### src/rtl/mshr_pf_pkg.sv
package mshr_pf_pkg;
  localparam int unsigned DEF_ENTRIES = 8;
  localparam int unsigned DEF_ADDR_W  = 26;
  localparam int unsigned DEF_CNT_W   = 32;

  function automatic int unsigned idx_width(input int unsigned n);
    return (n > 1) ? $clog2(n) : 1;
  endfunction
endpackage

### src/rtl/mshr_entry_table.sv
module mshr_entry_table #(
  parameter int unsigned ENTRIES = mshr_pf_pkg::DEF_ENTRIES,
  parameter int unsigned ADDR_W  = mshr_pf_pkg::DEF_ADDR_W,
  localparam int unsigned IDX_W  = mshr_pf_pkg::idx_width(ENTRIES)
) (
  input  logic                           clk,
  input  logic                           rst,
  input  logic                           alloc_en,
  input  logic [IDX_W-1:0]               alloc_idx,
  input  logic [ADDR_W-1:0]              alloc_addr,
  input  logic                           alloc_pf,
  input  logic                           free_en,
  input  logic [IDX_W-1:0]               free_idx,
  output logic [ENTRIES-1:0]             busy_vec,
  output logic [ENTRIES-1:0]             pf_vec,
  output logic [ENTRIES-1:0][ADDR_W-1:0] addr_vec
);
  logic [ENTRIES-1:0] busy_q;
  logic [ADDR_W-1:0]  addr_mem [ENTRIES];
  logic               pf_mem   [ENTRIES];

  // occupancy flags carry reset
  always_ff @(posedge clk) begin
    if (rst) begin
      busy_q <= '0;
    end else begin
      if (free_en)  busy_q[free_idx]  <= 1'b0;
      if (alloc_en) busy_q[alloc_idx] <= 1'b1;
    end
  end

  // address and prefetch tables: plain write port, no reset
  always_ff @(posedge clk) begin
    if (alloc_en) begin
      addr_mem[alloc_idx] <= alloc_addr;
      pf_mem[alloc_idx]   <= alloc_pf;
    end
  end

  for (genvar g = 0; g < ENTRIES; g++) begin : g_out
    assign addr_vec[g] = addr_mem[g];
    assign pf_vec[g]   = pf_mem[g];
  end
  assign busy_vec = busy_q;

  AST_ALLOC_FREE_ONLY: assert property (@(posedge clk) disable iff (rst)
    alloc_en |-> !busy_q[alloc_idx]);
  AST_ALLOC_FREE_DISTINCT: assert property (@(posedge clk) disable iff (rst)
    (alloc_en && free_en) |-> (alloc_idx != free_idx));
endmodule

### src/rtl/mshr_match_unit.sv
module mshr_match_unit #(
  parameter int unsigned ENTRIES = mshr_pf_pkg::DEF_ENTRIES,
  parameter int unsigned ADDR_W  = mshr_pf_pkg::DEF_ADDR_W,
  localparam int unsigned IDX_W  = mshr_pf_pkg::idx_width(ENTRIES)
) (
  input  logic                           clk,
  input  logic                           rst,
  input  logic [ADDR_W-1:0]              look_addr,
  input  logic [ENTRIES-1:0]             busy_vec,
  input  logic [ENTRIES-1:0]             pf_vec,
  input  logic [ENTRIES-1:0][ADDR_W-1:0] addr_vec,
  output logic [ENTRIES-1:0]             hit_vec,
  output logic                           hit_any,
  output logic                           hit_pf,
  output logic [IDX_W-1:0]               hit_idx
);
  for (genvar g = 0; g < ENTRIES; g++) begin : g_cmp
    assign hit_vec[g] = busy_vec[g] && (addr_vec[g] == look_addr);
  end

  assign hit_any = |hit_vec;
  assign hit_pf  = |(hit_vec & pf_vec);

  always_comb begin
    hit_idx = '0;
    for (int i = ENTRIES - 1; i >= 0; i--) begin
      if (hit_vec[i]) hit_idx = IDX_W'(i);
    end
  end

  AST_HIT_UNIQUE: assert property (@(posedge clk) disable iff (rst)
    $onehot0(hit_vec));
endmodule

### src/rtl/mshr_free_pick.sv
module mshr_free_pick #(
  parameter int unsigned ENTRIES = mshr_pf_pkg::DEF_ENTRIES,
  localparam int unsigned IDX_W  = mshr_pf_pkg::idx_width(ENTRIES)
) (
  input  logic [ENTRIES-1:0] busy_vec,
  output logic               free_any,
  output logic [IDX_W-1:0]   free_idx
);
  always_comb begin
    free_idx = '0;
    for (int i = ENTRIES - 1; i >= 0; i--) begin
      if (!busy_vec[i]) free_idx = IDX_W'(i);
    end
  end
  assign free_any = ~&busy_vec;
endmodule

### src/rtl/mshr_sat_counter.sv
module mshr_sat_counter #(
  parameter int unsigned CNT_W = mshr_pf_pkg::DEF_CNT_W
) (
  input  logic             clk,
  input  logic             rst,
  input  logic             bump,
  output logic [CNT_W-1:0] value
);
  localparam logic [CNT_W-1:0] TOP = '1;
  logic [CNT_W-1:0] cnt_q;

  always_ff @(posedge clk) begin
    if (rst)                      cnt_q <= '0;
    else if (bump && cnt_q != TOP) cnt_q <= cnt_q + 1'b1;
  end
  assign value = cnt_q;

  AST_CNT_SATURATES: assert property (@(posedge clk) disable iff (rst)
    (cnt_q == TOP) |=> (cnt_q == TOP));
  AST_CNT_HOLDS: assert property (@(posedge clk) disable iff (rst)
    !bump |=> $stable(cnt_q));
endmodule

### src/rtl/mshr_pf_tracker.sv
module mshr_pf_tracker #(
  parameter int unsigned ENTRIES = mshr_pf_pkg::DEF_ENTRIES,
  parameter int unsigned ADDR_W  = mshr_pf_pkg::DEF_ADDR_W,
  parameter int unsigned CNT_W   = mshr_pf_pkg::DEF_CNT_W,
  localparam int unsigned IDX_W  = mshr_pf_pkg::idx_width(ENTRIES)
) (
  input  logic               clk,
  input  logic               rst,
  input  logic               req_valid,
  input  logic [ADDR_W-1:0]  req_addr,
  input  logic               req_pf,
  input  logic               rel_valid,
  input  logic [IDX_W-1:0]   rel_idx,
  output logic               rsp_valid,
  output logic [ENTRIES-1:0] rsp_match,
  output logic               rsp_merged,
  output logic               rsp_alloc,
  output logic [IDX_W-1:0]   rsp_idx,
  output logic               rsp_late,
  output logic               full,
  output logic [CNT_W-1:0]   late_count
);
  logic [ENTRIES-1:0]             busy_vec, pf_vec, hit_vec;
  logic [ENTRIES-1:0][ADDR_W-1:0] addr_vec;
  logic                           hit_any, hit_pf, free_any;
  logic [IDX_W-1:0]               hit_idx, free_idx;
  logic                           take_entry, is_late, rel_ok;

  assign rel_ok     = rel_valid && ({1'b0, rel_idx} < (IDX_W+1)'(ENTRIES));
  assign take_entry = req_valid && !hit_any && free_any;
  assign is_late    = req_valid && !req_pf && hit_pf;

  mshr_entry_table #(.ENTRIES(ENTRIES), .ADDR_W(ADDR_W)) u_table (
    .clk(clk), .rst(rst),
    .alloc_en(take_entry), .alloc_idx(free_idx),
    .alloc_addr(req_addr), .alloc_pf(req_pf),
    .free_en(rel_ok), .free_idx(rel_idx),
    .busy_vec(busy_vec), .pf_vec(pf_vec), .addr_vec(addr_vec)
  );

  mshr_match_unit #(.ENTRIES(ENTRIES), .ADDR_W(ADDR_W)) u_match (
    .clk(clk), .rst(rst), .look_addr(req_addr),
    .busy_vec(busy_vec), .pf_vec(pf_vec), .addr_vec(addr_vec),
    .hit_vec(hit_vec), .hit_any(hit_any), .hit_pf(hit_pf), .hit_idx(hit_idx)
  );

  mshr_free_pick #(.ENTRIES(ENTRIES)) u_pick (
    .busy_vec(busy_vec), .free_any(free_any), .free_idx(free_idx)
  );

  mshr_sat_counter #(.CNT_W(CNT_W)) u_late_cnt (
    .clk(clk), .rst(rst), .bump(is_late), .value(late_count)
  );

  always_ff @(posedge clk) begin
    if (rst) begin
      rsp_valid  <= 1'b0;
      rsp_match  <= '0;
      rsp_merged <= 1'b0;
      rsp_alloc  <= 1'b0;
      rsp_idx    <= '0;
      rsp_late   <= 1'b0;
    end else begin
      rsp_valid  <= req_valid;
      rsp_match  <= req_valid ? hit_vec : '0;
      rsp_merged <= req_valid && hit_any;
      rsp_alloc  <= take_entry;
      rsp_idx    <= take_entry ? free_idx : (req_valid && hit_any) ? hit_idx : '0;
      rsp_late   <= is_late;
    end
  end

  assign full = !free_any;

  AST_MERGE_EXCLUDES_ALLOC: assert property (@(posedge clk) disable iff (rst)
    !(rsp_merged && rsp_alloc));
  AST_LATE_NEEDS_MERGE: assert property (@(posedge clk) disable iff (rst)
    rsp_late |-> rsp_merged);
  AST_NO_ALLOC_WHEN_FULL: assert property (@(posedge clk) disable iff (rst)
    (full && req_valid) |=> !rsp_alloc);
  AST_RSP_ONLY_AFTER_REQ: assert property (@(posedge clk) disable iff (rst)
    !req_valid |=> (!rsp_valid && !rsp_late));
endmodule

### config.mk
export PLATFORM = sky130hd
export DESIGN_NAME = mshr_pf_tracker
export DESIGN_NICKNAME = d
export VERILOG_FILES = /design/src/rtl/mshr_pf_pkg.sv /design/src/rtl/mshr_entry_table.sv /design/src/rtl/mshr_match_unit.sv /design/src/rtl/mshr_free_pick.sv /design/src/rtl/mshr_sat_counter.sv /design/src/rtl/mshr_pf_tracker.sv
export SDC_FILE = /design/constraint.sdc
export NUM_CORES = 1
export LEC_CHECK = 0
export ABC_CLOCK_PERIOD_IN_PS = 9600
export BUFFER_PORTS_ARGS = -buffer_cell sky130_fd_sc_hd__buf_2
export CAP_MARGIN = 20
export CORE_ASPECT_RATIO = 0.6
export CORE_MARGIN = 4
export CORE_UTILIZATION = 44
export CTS_CLUSTER_DIAMETER = 150
export DETAILED_ROUTE_END_ITERATION = 10
export SKIP_CTS_REPAIR_TIMING = 1
export SLEW_MARGIN = 20
export SYNTH_ARGS = -nofsm -noshare
export SYNTH_HDL_FRONTEND = slang
export SYNTH_SLANG_ARGS = --single-unit
### constraint.sdc
create_clock -name clk -period 9.6 [get_ports clk]
set_input_delay 0.48 -clock clk [delete_from_list [all_inputs] [get_ports clk]]
set_output_delay 0.48 -clock clk [all_outputs]
set_load 0.01 [all_outputs]
==> qor.txt <==
Worst Setup End Kind - flip-flop
FP Rows - 47
Chip Height - 138 um
Number of flops mapped to enable cells by yosys - 216
Dominant cell by count in the synthesized netlist - edfxtp_1
DRT Wirelength - 37,100 um
Worst setup slack after layout - 5920 ps
Fraction of layout cells with a size suffix above 1 - 16.3%
Root cell of the clock tree - clkbuf_16
Share of total power in the clock network - 40.7%
Gate power share - 7.5%
Share of Yosys cell area claimed by the top area cell type - 52.5%
Global placement routability congestion - 0.961
HP Class - in2reg
Cell area after layout - 14,000 um2
Antenna violations before repair - 1
Register area - 7590 um2
Share of async-settable or async-resettable flops after synthesis - 0%
Internal power - 1.91 mW
I/O pins - 82
Top cell type by total area after synthesis - edfxtp_1
Detailed Routing Iterations Pass 1 - 5
WHS Endpoint - u_table.busy_vec[0]
Area post-placement - 13,100 um2
Sequential cell area fraction in the yosys report - 61.4%
WHS Path Cells - 3
Synthesis-stage register bit count - 271
Mean Syn Cell Area - 12.7 um2
Fill count - 2,411
Die width - 224 um
Timing-limited maximum frequency - 0.271 GHz
Top fanout value on the critical path - 22
Setup repair after global routing missed its margin - false
Max-cap violations - 0
RR Startpoint - u_table.addr_mem[0][14]
Vias per cell - 5.81
Post-placement setup slack - 5570 ps
Syn. warnings - 0
Depth of the worst register-to-register path - 8
Run status - completed
Overflow left after global routing - 0
Number of max-slew violations in the final report - 0
Data arrival time at the worst-slack endpoint - 3880 ps
Type of the setup path with the least slack - reg2reg
Tightest slew margin relative to the limit - 29.1%
Area of the core - 27,600 um2
Maximum vdd ir drop - 0.000122 V
Power after layout - 2.51 mW
Global-route wire length before repair - 52,500 um
Remaining DRCs - 0
Static leakage power - 4.51 nW
NumNets Final - 1,083
Worst min-delay path startpoint - rel_idx[2]
Number of different library cells in the post-synthesis netlist - 56
Netlist Area Pre-Place - 12,400 um2
R2r setup slk - 5920 ps
Starting Density - 44.7%
Final critical-path share of the clock period - 38.4%
Number of buffers between clock root and the deepest sink - 3
Worst Clk Skew - 14.7 ps
Kind of launch point of the worst setup path - flip-flop
Hold Slack - 299 ps
Count of inserted antenna diode cells - 0
Worst skew pair latency - 550 ps
Via total after detailed routing - 8,344
Hold violation total from the final report - 0
CTS tree - built
Required time of the critical path - 9790 ps
Hpwl dp - 27,300 um
R2r endpoint - u_table.addr_mem[5][4]
Post-Syn Instances - 972
Switching power share of the total - 23.7%
Fraction of power consumed by sequential logic - 51.8%
Largest net degree at the start of global routing - 60
Actual transition at the worst max-transition pin - 1060 ps
Final sum of negative setup slack - 0 ps
Power Density - 179 nW/um2
Die area - 30,900 um2
Multi-input combinational cell area - 4550 um2
Synth-to-Final Area Change - 13.1%
ANT nets after route - 0
Syn_nets - 1,007
Final period demand of the worst path - 3680 ps
Most instantiated cells after synthesis - 216 x edfxtp_1, 178 x xnor2_1, 87 x nand4_1
CTS clock-pin slew for the worst setup and hold paths - 70 ps
Routed wire per std cell - 25.8 um
Overall routing resource usage - 23.5%
IO Port Bufs - 81
Net switching power figure - 594 uW
Ranking of synthesized cells by area - edfxtp_1 52%, xnor2_1 13%, dfxtp_1 8.9%
Clk sink count - 271
Setup violation total in the final timing report - 0
Clock H-tree levels - 1
Number of global-route vias before repair - 7,449
Most used flip-flop cell after synthesis - edfxtp_1
Number of violations reported at the end of detailed-routing iteration 0 - 944
Number of buffers added by the clock tree synthesis step - 26
## per-stage QoR
step | util, % | instances
after floorplan | - | 972
after global placement | 47.5 | 1386
after detailed placement | 47.6 | 1387
after CTS | 50.6 | 1435
after global routing | 50.6 | 1435
final | 50.6 | 1435
## cell type report
cell class | instances | share of cell area [%]
flip-flops and latches | 271 | 54.3
inverters | 13 | 0.349
clock buffers | 35 | 5.34
multi-input cells | 642 | 32.5
repair buffers | 94 | 3.62
clock inverters | 13 | 0.617
well taps | 367 | 3.28
## critical path, stage by stage (launching register included)
cell and delay [ps]:
edfxtp_1 380, xor2_1 520, nor4_1 100, and4_1 290, a32oi_1 270, and4_1 350, nand2_1 360, nor3_2 570
buf_4 460
## logic make-up (layout without fill, tap and decap cells)
logic type	count (synthesis)	count (layout)	share of synthesized area [%]
multiplexers	24	24	2.21
flip-flops	271	271	61.4
buffers and inverters	59	155	2.23
AO/OA/AOI/OAI	57	57	3.46
AND/OR/NAND/NOR	349	349	15.7
adder cells (fa/ha/maj)	1	1	0.101
XOR/XNOR	211	211	14.9
## worst max-delay path by stage
stage / start / endpoint / slack [ps] / cells past startpoint
after floorplan: req_addr[11] / u_table.addr_mem[1][0] / 5140 / 8
final: u_table.addr_mem[0][14] / u_table.addr_mem[5][4] / 5920 / 8
after detailed placement: req_addr[14] / u_table.addr_mem[5][22] / 5570 / 9
after global routing: u_table.addr_mem[3][16] / u_table.addr_mem[0][8] / 5670 / 8
after CTS: u_table.addr_mem[2][6] / u_table.addr_mem[0][4] / 5970 / 8
after global placement: req_addr[14] / u_table.addr_mem[5][19] / 5630 / 9
## registers in the layout, summed over array words and instances, names as in the netlist
register          flops
rsp_alloc             1
rsp_idx               3
rsp_late              1
rsp_match             8
rsp_merged            1
rsp_valid             1
u_late_cnt.value     32
u_table.addr_mem    208
u_table.busy_vec      8
u_table.pf_mem        8
## power by group through the flow
stage / combinational (mW) / sequential, mW / clock [mW]
2_1_floorplan: 0.108 / 1.32 / 0
3_3_place_gp: 0.185 / 1.32 / 0
3_5_place_dp: 0.184 / 1.32 / 0
4_1_cts: 0.185 / 1.30 / 1.03
5_1_grt: 0.200 / 1.30 / 1.09
6_report: 0.188 / 1.30 / 1.02
## cells in the final DEF, fill, tap and decap left out, types with 4 or more instances in the layout
cell       Yosys  final
edfxtp_1     216    216
xnor2_1      178    178
nand4_1       87     87
buf_2         25     81
dfxtp_1       55     55
nor2_1        50     49
nand2_1       46     46
nor4_1        34     34
xor2_1        33     33
nand3_1       31     31
clkbuf_16      0     28
nor2b_1       24     24
mux2_2        22     22
nor3_1        24     18
inv_1         13     13
or3_1         13     13
buf_4          0     12
a21oi_1       10     10
or4_1          7      7
nor3_2         2      7
o21ai_0        6      6
and3_1         6      6
clkinv_1       0      6
and4_1         5      5
a31o_2         5      5
clkbuf_1      18      5
clkinv_2       0      5
nand4b_1       4      4
o22ai_1        4      4
o211ai_1       4      4
## per-layer routing
metal / vias to the layer above / GRT usage (%) / wire, um
met3: 45 / 7.89 / 4240
met2: 393 / 29.7 / 14000
met5: - / 0 / 0
met4: 0 / 4.08 / 510
met1: 4128 / 38.4 / 18300
li1: 3778 / - / -
Note: power is estimated with default switching activity, not from simulation.
